**config.mk**
```make
export PLATFORM = sky130hd
export DESIGN_NAME = prog_track_arbiter
export DESIGN_NICKNAME = d
export VERILOG_FILES = /design/src/rtl/prog_arb_pkg.sv /design/src/rtl/ptk_cmd_decode.sv /design/src/rtl/ptk_svc_seq.sv /design/src/rtl/ptk_report_mux.sv /design/src/rtl/prog_track_arbiter.sv
export SDC_FILE = /design/constraint.sdc
export NUM_CORES = 1
export LEC_CHECK = 0
export ABC_CLOCK_PERIOD_IN_PS = 3320
export BUFFER_PORTS_ARGS = -buffer_cell sky130_fd_sc_hd__buf_4
export CAP_MARGIN = 5
export CELL_PAD_IN_SITES_DETAIL_PLACEMENT = 1
export CELL_PAD_IN_SITES_GLOBAL_PLACEMENT = 2
export CORE_MARGIN = 10
export CORE_UTILIZATION = 32
export DETAILED_ROUTE_END_ITERATION = 8
export GPL_ROUTABILITY_DRIVEN = 1
export PLACE_DENSITY_LB_ADDON = 0.05
export SYNTH_ARGS = -nofsm -noshare
export SYNTH_HDL_FRONTEND = slang
export SYNTH_HIERARCHICAL = 1
export SYNTH_SLANG_ARGS = --single-unit
```
**constraint.sdc**
```tcl
create_clock -name clk -period 3.32 [get_ports clk]
set_clock_uncertainty 0.15 [all_clocks]
set_input_delay 0.664 -clock clk [delete_from_list [all_inputs] [get_ports clk]]
set_output_delay 0.664 -clock clk [all_outputs]
set_load 0.005 [all_outputs]
```
**src/rtl/prog_arb_pkg.sv**
```systemverilog
package prog_arb_pkg;
    localparam int SLOT_W = 7;
    localparam int CMD_W  = 7;
    localparam int ADR_W  = 7;
    localparam int CV_W   = 10;
    localparam int DAT_W  = 8;
    localparam int ST_W   = 4;
    localparam int ACK_W  = 7;

    localparam logic [SLOT_W-1:0] PROG_SLOT = 7'h7C;
    localparam logic [ACK_W-1:0]  ACK_BUSY  = 7'h00;
    localparam logic [ACK_W-1:0]  ACK_OK    = 7'h01;
    localparam logic [ACK_W-1:0]  ACK_NOFB  = 7'h7F;

    // command bit positions
    localparam int B_TY0  = 0;
    localparam int B_TY1  = 1;
    localparam int B_OPS  = 2;
    localparam int B_BYTE = 3;
    localparam int B_WR   = 4;

    // status bit positions
    localparam int S_EMPTY = 0;
    localparam int S_NOWR  = 1;
    localparam int S_NORD  = 2;
    localparam int S_ABORT = 3;

    typedef enum logic [3:0] {
        K_PAGED       = 4'd0,
        K_DIR_BYTE    = 4'd1,
        K_DIR_BIT     = 4'd2,
        K_PHYS        = 4'd3,
        K_RSVD        = 4'd4,
        K_OPS_BYTE    = 4'd5,
        K_OPS_BYTE_FB = 4'd6,
        K_OPS_BIT     = 4'd7,
        K_OPS_BIT_FB  = 4'd8
    } task_kind_e;

    typedef struct packed {
        logic [CMD_W-1:0] cmd;
        logic [ADR_W-1:0] adr_hi;
        logic [ADR_W-1:0] adr_lo;
        logic [CV_W-1:0]  cv;
        logic [DAT_W-1:0] data;
    } prog_req_t;

    typedef struct packed {
        prog_req_t        req;
        logic [ST_W-1:0]  stat;
    } prog_rpt_t;

    function automatic task_kind_e kind_of(input logic [CMD_W-1:0] c);
        task_kind_e k;
        if (c[B_OPS]) begin
            if (c[B_TY0]) k = c[B_BYTE] ? K_OPS_BYTE_FB : K_OPS_BIT_FB;
            else          k = c[B_BYTE] ? K_OPS_BYTE    : K_OPS_BIT;
        end else begin
            case ({c[B_TY1], c[B_TY0]})
                2'b00:   k = K_PAGED;
                2'b01:   k = c[B_BYTE] ? K_DIR_BYTE : K_DIR_BIT;
                2'b10:   k = K_PHYS;
                default: k = K_RSVD;
            endcase
        end
        return k;
    endfunction
endpackage

```
**src/rtl/ptk_cmd_decode.sv**
```systemverilog
module ptk_cmd_decode
    import prog_arb_pkg::*;
(
    input  logic              req_valid,
    input  logic [SLOT_W-1:0] req_slot,
    input  logic [CMD_W-1:0]  req_cmd,
    input  logic              busy,
    input  logic              fb_present,
    output logic              hit,
    output logic              abort_req,
    output logic              ops_accept,
    output logic              svc_start,
    output logic              svc_rsvd,
    output task_kind_e        kind,
    output logic [ACK_W-1:0]  ack_code
);
    logic is_ops, is_svc, ops_nofb, svc_reject;

    always_comb begin
        hit        = req_valid && (req_slot == PROG_SLOT);
        abort_req  = hit && (req_cmd == '0);
        kind       = kind_of(req_cmd);
        is_ops     = hit && !abort_req && req_cmd[B_OPS];
        is_svc     = hit && !abort_req && !req_cmd[B_OPS];
        ops_nofb   = is_ops && !req_cmd[B_WR] && !fb_present;
        ops_accept = is_ops && !ops_nofb;
        svc_reject = is_svc && busy;
        svc_rsvd   = is_svc && !busy && (kind == K_RSVD);
        svc_start  = is_svc && !busy && (kind != K_RSVD);
        if (ops_nofb)        ack_code = ACK_NOFB;
        else if (svc_reject) ack_code = ACK_BUSY;
        else                 ack_code = ACK_OK;
    end
endmodule

```
**src/rtl/ptk_svc_seq.sv**
```systemverilog
module ptk_svc_seq
    import prog_arb_pkg::*;
#(
    parameter int TMO_W = 16
) (
    input  logic             clk,
    input  logic             rst,
    input  logic             start,
    input  logic             abort_req,
    input  prog_req_t        req,
    input  task_kind_e       kind,
    input  logic [TMO_W-1:0] tmo_limit,
    input  logic             eng_done,
    input  logic             eng_rd_ack,
    input  logic             eng_wr_ack,
    input  logic             eng_empty,
    input  logic [DAT_W-1:0] eng_rd_data,
    output logic             running,
    output logic             eng_start,
    output logic             eng_abort,
    output prog_req_t        cur,
    output task_kind_e       cur_kind,
    output logic             fin,
    output prog_rpt_t        fin_rpt
);
    logic [TMO_W-1:0] cnt;
    logic             wr, page_fail, tmo_hit;

    always_comb begin
        wr        = cur.cmd[B_WR];
        page_fail = !wr && (cur_kind == K_PAGED) && !eng_wr_ack;
        tmo_hit   = (cnt == tmo_limit);
        fin       = running && (abort_req || eng_done || tmo_hit);
        fin_rpt   = '{req: cur, stat: '0};
        if (abort_req) begin
            fin_rpt.stat[S_ABORT] = 1'b1;
        end else if (eng_done) begin
            fin_rpt.stat[S_NOWR]  = wr ? !eng_wr_ack : page_fail;
            fin_rpt.stat[S_NORD]  = !wr && !page_fail && !eng_rd_ack;
            fin_rpt.stat[S_EMPTY] = eng_empty;
            if (!wr && !page_fail && eng_rd_ack) fin_rpt.req.data = eng_rd_data;
        end else begin
            fin_rpt.stat[S_NOWR] = wr;
            fin_rpt.stat[S_NORD] = !wr;
        end
    end

    always_ff @(posedge clk) begin
        if (rst) begin
            running   <= 1'b0;
            eng_start <= 1'b0;
            eng_abort <= 1'b0;
            cnt       <= '0;
            cur       <= '0;
            cur_kind  <= K_PAGED;
        end else begin
            eng_start <= 1'b0;
            eng_abort <= 1'b0;
            if (!running) begin
                if (start) begin
                    running   <= 1'b1;
                    eng_start <= 1'b1;
                    cur       <= req;
                    cur_kind  <= kind;
                    cnt       <= '0;
                end
            end else if (fin) begin
                running   <= 1'b0;
                eng_abort <= !eng_done || abort_req;
            end else begin
                cnt <= cnt + 1'b1;
            end
        end
    end


    start_sets_busy_chk: assert property (@(posedge clk) disable iff (rst)
        (start && !running) |=> (running && eng_start));

    abort_ends_task_chk: assert property (@(posedge clk) disable iff (rst)
        (abort_req && running) |=> (eng_abort && !running));

    done_ends_task_chk: assert property (@(posedge clk) disable iff (rst)
        (eng_done && running) |=> !running);
endmodule

```
**src/rtl/ptk_report_mux.sv**
```systemverilog
module ptk_report_mux
    import prog_arb_pkg::*;
(
    input  logic      clk,
    input  logic      rst,
    input  logic      svc_fin,
    input  prog_rpt_t svc_rpt,
    input  logic      imm_valid,
    input  prog_rpt_t imm_rpt,
    output logic      rpt_valid,
    output prog_rpt_t rpt
);
    logic      pend_v;
    prog_rpt_t pend;

    always_ff @(posedge clk) begin
        if (rst) begin
            rpt_valid <= 1'b0;
            rpt       <= '0;
            pend_v    <= 1'b0;
            pend      <= '0;
        end else begin
            rpt_valid <= svc_fin || pend_v || imm_valid;
            if (svc_fin) begin
                rpt    <= svc_rpt;
                pend_v <= imm_valid;
                pend   <= imm_rpt;
            end else if (pend_v) begin
                rpt    <= pend;
                pend_v <= imm_valid;
                pend   <= imm_rpt;
            end else if (imm_valid) begin
                rpt    <= imm_rpt;
            end
        end
    end


    no_double_pending_chk: assert property (@(posedge clk) disable iff (rst)
        !(svc_fin && pend_v));
endmodule

```
**src/rtl/prog_track_arbiter.sv**
```systemverilog
module prog_track_arbiter
    import prog_arb_pkg::*;
#(
    parameter int TMO_W = 16
) (
    input  logic               clk,
    input  logic               rst,
    input  logic               req_valid,
    input  logic [SLOT_W-1:0]  req_slot,
    input  logic [CMD_W-1:0]   req_cmd,
    input  logic [ADR_W-1:0]   req_adr_hi,
    input  logic [ADR_W-1:0]   req_adr_lo,
    input  logic [CV_W-1:0]    req_cv,
    input  logic [DAT_W-1:0]   req_data,
    input  logic               fb_present,
    input  logic [TMO_W-1:0]   tmo_limit,
    input  logic [7:0]         trk_base,
    output logic               ack_valid,
    output logic [ACK_W-1:0]   ack_code,
    output logic               busy,
    output logic [7:0]         trk_stat,
    output logic               eng_start,
    output logic               eng_abort,
    output logic [3:0]         eng_kind,
    output logic               eng_write,
    output logic [CV_W-1:0]    eng_cv,
    output logic [DAT_W-1:0]   eng_data,
    input  logic               eng_done,
    input  logic               eng_rd_ack,
    input  logic               eng_wr_ack,
    input  logic               eng_empty,
    input  logic [DAT_W-1:0]   eng_rd_data,
    output logic               ops_go,
    output logic [3:0]         ops_kind,
    output logic [2*ADR_W-1:0] ops_adr,
    output logic [CV_W-1:0]    ops_cv,
    output logic [DAT_W-1:0]   ops_data,
    output logic               ops_write,
    output logic               rpt_valid,
    output logic [CMD_W-1:0]   rpt_cmd,
    output logic [ADR_W-1:0]   rpt_adr_hi,
    output logic [ADR_W-1:0]   rpt_adr_lo,
    output logic [CV_W-1:0]    rpt_cv,
    output logic [DAT_W-1:0]   rpt_data,
    output logic [ST_W-1:0]    rpt_stat
);
    localparam int BUSY_BIT = 3;

    prog_req_t        req;
    prog_rpt_t        imm_rpt, svc_rpt, rpt;
    logic             hit, abort_req, ops_accept, svc_start, svc_rsvd, svc_fin;
    logic [ACK_W-1:0] dec_ack;
    task_kind_e       kind, cur_kind;
    prog_req_t        cur;

    assign req     = '{cmd: req_cmd, adr_hi: req_adr_hi, adr_lo: req_adr_lo,
                       cv: req_cv, data: req_data};
    assign imm_rpt = '{req: req, stat: '0};

    ptk_cmd_decode u_dec (
        .req_valid (req_valid), .req_slot (req_slot), .req_cmd (req_cmd),
        .busy (busy), .fb_present (fb_present), .hit (hit),
        .abort_req (abort_req), .ops_accept (ops_accept), .svc_start (svc_start),
        .svc_rsvd (svc_rsvd), .kind (kind), .ack_code (dec_ack)
    );

    ptk_svc_seq #(.TMO_W(TMO_W)) u_seq (
        .clk (clk), .rst (rst), .start (svc_start), .abort_req (abort_req),
        .req (req), .kind (kind), .tmo_limit (tmo_limit),
        .eng_done (eng_done), .eng_rd_ack (eng_rd_ack), .eng_wr_ack (eng_wr_ack),
        .eng_empty (eng_empty), .eng_rd_data (eng_rd_data),
        .running (busy), .eng_start (eng_start), .eng_abort (eng_abort),
        .cur (cur), .cur_kind (cur_kind), .fin (svc_fin), .fin_rpt (svc_rpt)
    );

    ptk_report_mux u_mux (
        .clk (clk), .rst (rst), .svc_fin (svc_fin), .svc_rpt (svc_rpt),
        .imm_valid (ops_accept || svc_rsvd), .imm_rpt (imm_rpt),
        .rpt_valid (rpt_valid), .rpt (rpt)
    );

    always_comb begin
        eng_kind  = cur_kind;
        eng_write = cur.cmd[B_WR];
        eng_cv    = cur.cv;
        eng_data  = cur.data;
        trk_stat  = trk_base;
        trk_stat[BUSY_BIT] = busy;
        rpt_cmd    = rpt.req.cmd;
        rpt_adr_hi = rpt.req.adr_hi;
        rpt_adr_lo = rpt.req.adr_lo;
        rpt_cv     = rpt.req.cv;
        rpt_data   = rpt.req.data;
        rpt_stat   = rpt.stat;
    end

    always_ff @(posedge clk) begin
        if (rst) begin
            ack_valid <= 1'b0;
            ack_code  <= ACK_BUSY;
            ops_go    <= 1'b0;
            ops_kind  <= '0;
            ops_adr   <= '0;
            ops_cv    <= '0;
            ops_data  <= '0;
            ops_write <= 1'b0;
        end else begin
            ack_valid <= hit;
            ack_code  <= dec_ack;
            ops_go    <= ops_accept;
            if (ops_accept) begin
                ops_kind  <= kind;
                ops_adr   <= {req_adr_hi, req_adr_lo};
                ops_cv    <= req_cv;
                ops_data  <= req_data;
                ops_write <= req_cmd[B_WR];
            end
        end
    end


    busy_reject_chk: assert property (@(posedge clk) disable iff (rst)
        (req_valid && req_slot == PROG_SLOT && req_cmd != '0 && !req_cmd[B_OPS] && busy)
        |=> (ack_valid && ack_code == ACK_BUSY && !eng_start));

    ops_bypass_chk: assert property (@(posedge clk) disable iff (rst)
        (req_valid && req_slot == PROG_SLOT && req_cmd[B_OPS] && req_cmd[B_WR])
        |=> (ops_go && ack_code == ACK_OK));

    foreign_slot_chk: assert property (@(posedge clk) disable iff (rst)
        (req_slot != PROG_SLOT && !busy) |=> (!ack_valid && !eng_start && !ops_go));
endmodule

```
# After elaboration in Yosys (flattened, before gate mapping)
# Cells that the tools add are included.
[word_totals]
ff_bits = 192
latchBits = 0
ram_bits = 0
mem_bits_ro = 0
in_bits = 86
mem_count = 0
[op_classes]
n_addsub = 1
mul = 0
n_div = 0
n_lt_le_gt_ge = 0
n_eq_ne = 7
n_shift = 0
mux = 29
bitwise_logic = 2
reduce_logical = 45
[op_table]
columns = ["cell", "n"]
rows = [
  ["43-bit 2-to-1 mux", 5],
  ["16-bit 2-to-1 mux", 3],
  ["8-bit 2-to-1 mux", 3],
  ["1-bit logical AND", 18],
  ["16-bit by 1-bit adder with 16-bit output (second input constant)", 1],
  ["16-bit equality test", 1],
  ["4-bit 2-to-1 mux", 3],
  ["4-bit one-hot mux with 3 select lines", 1],
  ["1-bit logical NOT", 11],
  ["1-bit 2-to-1 mux", 9],
  ["7-bit equality test (second input constant)", 1],
  ["7-bit logical NOT", 1],
  ["7-bit 2-to-1 mux", 1],
  ["1-bit logical OR", 6],
  ["2-bit 2-to-1 mux", 3],
  ["4-bit by 3-bit equality test with 1-bit output (second input constant)", 1],
  ["4-bit logical NOT", 1],
  ["4-bit by 3-bit != test with 1-bit output (second input constant)", 1],
  ["2-bit AND reduction", 2],
  ["2-bit nonzero test", 2],
  ["3-bit 2-to-1 mux", 1],
  ["3-bit nonzero test", 1],
  ["3-bit OR reduction", 1],
  ["2-bit by 1-bit equality test with 1-bit output (second input constant)", 1],
  ["5 further kinds", 6],
]

# Longest topological paths before layout
[depth]
ltp_word = 14
depth_mapped = 12
ltp_nobuf = 9

# Cells and area by module
# Netlist, hierarchy kept.
[by_module_without_submodules]
columns = ["mod", "instances", "cells_per_inst", "area_each_um2", "seq_area_each_um2"]
rows = [
  ["ptk_report_mux", 1, 437, 3905.0, 1761.7],
  ["ptk_svc_seq", 1, 382, 3025.4, 1241.2],
  ["prog_track_arbiter", 1, 149, 1644.1, 920.9],
  ["ptk_cmd_decode", 1, 38, 256.5, 0.0],
]

# Least setup slack after synthesis
# Ideal clock, no wire load.
[synth_timing]
path_kind = "in2reg"
start = "in req_slot[1]"
end = "reg u_mux/rpt[0] (netlist name)"
t_arrival_ns = 2.762
slack_ns = 0.347
path_stages = 9
path_buffers = 3
cell_sequence = "or4_4 nor3b_1 buf_6 buf_4 or2_1 nor3_1 nor2_1 clkbuf_1 a32o_1"
[synth_between]
elab_chain_len = 12
word_cells_on_any_way = 20
cone_classes = "1 x eq/ne; 2 x mux; 17 x reduce/logical"
[synth_lines]
columns = ["element", "line", "source"]
rows = [
  ["start: declaration", "prog_track_arbiter.sv:9", "input logic [SLOT_W-1:0] req_slot,"],
  ["7-bit equality test (*)", "ptk_cmd_decode.sv:20", "hit = req_valid && (req_slot == PROG_SLOT);"],
  ["1-bit logical AND (*)", "ptk_cmd_decode.sv:20", ""],
  ["1-bit logical AND", "ptk_cmd_decode.sv:21", "abort_req = hit && (req_cmd == '0);"],
  ["1-bit logical NOT", "ptk_cmd_decode.sv:23", "is_ops = hit && !abort_req && req_cmd[B_OPS];"],
  ["1-bit logical AND (*) (2 in series)", "ptk_cmd_decode.sv:23", ""],
  ["1-bit logical AND (2 in series)", "ptk_cmd_decode.sv:25", "ops_nofb = is_ops && !req_cmd[B_WR] && !fb_present;"],
  ["1-bit logical NOT", "ptk_cmd_decode.sv:26", "ops_accept = is_ops && !ops_nofb;"],
  ["1-bit logical AND (*)", "ptk_cmd_decode.sv:26", ""],
  ["named net ops_accept", "prog_track_arbiter.sv:51", "logic hit, abort_req, ops_accept, svc_start, svc_rsvd, svc_fin;"],
  ["1-bit logical OR (*)", "prog_track_arbiter.sv:78", ".imm_valid (ops_accept || svc_rsvd), .imm_rpt (imm_rpt),"],
  ["3-bit nonzero test (no source line) (*)", "n/a", ""],
]
# The timed path passes the listed nets; every way through them passes the cells marked *.
# A chain may end at the register's enable or synchronous reset.

# Worst setup path in the final report
[layout_timing]
start = "reg u_seq.cnt[14]"
end = "reg u_mux/rpt[9] (netlist name)"
[layout_between]
elab_chain_len = 4
word_cells_on_any_way = 5
cone_classes = "1 x eq/ne; 1 x mux; 3 x reduce/logical"
[layout_lines]
columns = ["element", "line", "source"]
rows = [
  ["start: declaration", "ptk_svc_seq.sv:26", "logic [TMO_W-1:0] cnt;"],
  ["start signal: assignment", "ptk_svc_seq.sv:71", "cnt <= cnt + 1'b1;"],
  ["16-bit equality test (*)", "ptk_svc_seq.sv:32", "tmo_hit = (cnt == tmo_limit);"],
  ["1-bit logical OR (*)", "ptk_svc_seq.sv:33", "fin = running && (abort_req || eng_done || tmo_hit);"],
  ["1-bit logical AND (*)", "ptk_svc_seq.sv:33", ""],
  ["named net svc_fin", "prog_track_arbiter.sv:51", ""],
  ["3-bit nonzero test (no source line) / 43-bit 2-to-1 mux (equally long branches)", "n/a", ""],
]
# Marks and branches as above.

==> flow_summary.yaml <==
clocking:
  cts_tree: "done"
  post_cts_resized: 0
  path_clk_slew_ps: 80
  post_cts_buffers: 0
  clock_path_buffers: 2
  clockRootBuffer: "clkbuf_16"
  clk_latency_ps: 440
  cts_buffers: 17
  holdBufCountCts: 0
  cts_sinks: 196
  cts.htree.levels: 4
timing:
  fin_tns_setup_ps: 0
  finalCritPeriodShare_pct: 83.70
  max_slew_margin_pct: 27.43
  rsz0062_at_grt: "false"
  finalMaxSlewViolations: 0
  worst_hold_slack_ps: 302.2
  tightest_slew_ps: 1081
  period_needed_ps: 2779
  finalHoldViolations: 0
  fmax_mhz: 359.9
  setup_viol: 0
logic_synthesis:
  synth.ff_latch_count: 196
  synth_edf_count: 0
  syn_avg_cell_area_sq_um: 8.778
  yosysMostFrequentCell: "dfxtp_1"
  seq_area_frac_synth_pct: 44.43
  synth_cell_types: 57
  synth_commonest_cells: "dfxtp_1 (196), nand2_1 (187), a21oi_1 (90), nor2b_1 (54), nor2_1 (51)"
  syn_inst: 1006
  yosysTopAreaCellShare_pct: 44.43
  synth_area_sq_mm: 0.008831
  netlist.top_cell.by_area: "dfxtp_1"
  yosys-top-cells-area: "dfxtp_1 (44%), nand2_1 (7.9%), a21oi_1 (5.1%)"
  synth_ff_type: "dfxtp_1"
  yosys_warnings: 6
  synthArstFlopShare_pct: 0
global_route:
  overflow: 0
  grt_usage_pct: 16.32
  antenna_found_initial: 0
  grt_pass1_wl_mm: 44.25
  grt_max_degree: 63
  grt_pass1_vias: 7644
die:
  die_x_microns: 186.1
  die_height_microns: 186.1
  io_pins: 210
  die_area_sq_mm: 0.03464
  start_util_pct: 32.68
  rows: 60
  core-area_sq_mm: 0.02703
final_layout:
  diodes: 0
  final_cells: 1490
  nets: 1225
  layout-drive-gt1-share_pct: 24.19
  syn_to_final_growth_pct: 24.10
worst_hold_path:
  min_path_type: "reg -> reg"
flow_run:
  drv_cap: 0
placed_design:
  gp_congestion: 0.7499
  dp_cells: 1458
  numPortBuffers: 194
  hpwl_mm: 19.14
power_and_ir_drop:
  power.density_mw_per_mm2: 430.9
  p_leak_nw: 4.315
  totalPowerFinal_mw: 4.723
  vdd_drop_max_mv: 0.2559
detailed_routing:
  routed_wl_mm: 28.47
  via_per_inst: 5.024
  drt_pass1_iterations: 4
  drc_errors: 0
  drtIter0Drc: 281
  ant_nets: 0
  vias: 7486
  wl_per_cell_microns: 19.11
setup_path:
  critPathRequiredTime_ps: 3490
  crit_arrival_ps: 2950
  path_class: "reg -> reg"
  endpoint_kind: "flip-flop"
  crit_path_max_fanout: 26
  startpoint_type: "flip-flop"
  r2r_slack_ps: 540
run_status:
  status: "complete, no violations"
## metrics by stage
stage	worst slack (ps)	cell area, sq um	util [%]
2_1_floorplan	347.1	8857	-
3_3_place_gp	155.0	10370	38.36
3_5_place_dp	132.2	10370	38.36
4_1_cts	571.4	10960	40.55
5_1_grt	414.7	10960	40.55
6_report	541.1	10960	40.55
## power breakdown
group,internal [mW],switching (mW),leakage (nW)
registers,2.35,0.00138,1.58
logic,0.123,0.133,2.44
clock network,1.08,1.04,0.292
total,3.55,1.17,4.32
## routing by layer
metal | GRT usage (%) | part of all wire, % | vias up
met5 | 0 | 0 | -
met3 | 3.509 | 4.3 | 21
met2 | 27.15 | 48 | 123
met1 | 21.04 | 47 | 3671
li1 | - | - | 3671
met4 | 3.966 | 0.99 | 0
## state kept, by name, indices dropped and copies added (netlist names), 7 cells and up
register / flops
ops_cv: 10
u_mux/pend: 43
u_seq/cur: 39
ack_code: 7
u_seq/cnt: 16
u_mux/rpt: 43
ops_data: 8
ops_adr: 14
## cell usage in the layout (no fill, tap or decap), types with 2 or more instances in the layout
cell / netlist / routed
a211o_1: 43 / 43
a21oi_1: 90 / 90
a32o_1: 43 / 43
and2_1: 4 / 4
buf_12: 2 / 8
buf_4: 48 / 214
clkbuf_16: 0 / 17
clkinv_2: 1 / 2
clkinv_8: 0 / 2
conb_1: 1 / 8
dfxtp_1: 196 / 195
ha_1: 3 / 3
inv_1: 14 / 14
inv_6: 0 / 6
inv_8: 0 / 3
mux2_2: 8 / 8
mux2i_1: 41 / 41
nand2_1: 187 / 187
nand2b_1: 45 / 44
nand3_1: 11 / 11
nand4_1: 6 / 6
nand4b_1: 2 / 2
nor2_1: 51 / 50
nor2_4: 0 / 2
nor2b_1: 54 / 53
nor3_1: 9 / 9
nor3b_1: 3 / 2
nor4_1: 7 / 7
o211ai_1: 6 / 6
o21a_1: 2 / 2
o21ai_0: 7 / 7
o221ai_1: 7 / 7
o22ai_1: 2 / 2
or3_1: 2 / 2
or4_1: 2 / 2
xnor2_1: 2 / 2
xor2_1: 17 / 17
## layout make-up
type | count | area, sq um
Clock inverter | 14 | 162.7
Fill cell | 3157 | 16070
Clock buffer | 18 | 429.2
Inverter | 15 | 57.56
Multi-Input combinational cell | 684 | 4189
Sequential cell | 196 | 3928
Timing Repair Buffer | 222 | 1767
Tap cell | 341 | 426.7
## critical path, cell delays in order, from the launching register on
cell      delay, ps
dfxtp_1         370
xor2_1          180
nor4_1          500
nand4_1         290
a21boi_4        390
buf_4           390
nand2b_1        110
a32o_1          260
## cell families after synthesis
family / synth area share, %
simple gates: 21.80
compound gates: 16.87
flops: 44.43
buf+inv: 8.869
mux: 5.667
xor+xnor: 1.884
fa+ha+maj: 0.4251
other cells: 0.04246
## path summary, 6_finish.rpt
path | from | end | depth (start not counted)
max reg2reg | u_seq/cnt[14] | u_mux/rpt[9] | 7
min reg2reg | u_seq/cur[32] | u_seq/cur[32] | 2
max | u_seq/cnt[14] | u_mux/rpt[9] | 7
min | u_seq/cur[32] | u_seq/cur[32] | 2
Note: power is estimated with default switching activity, not from simulation.
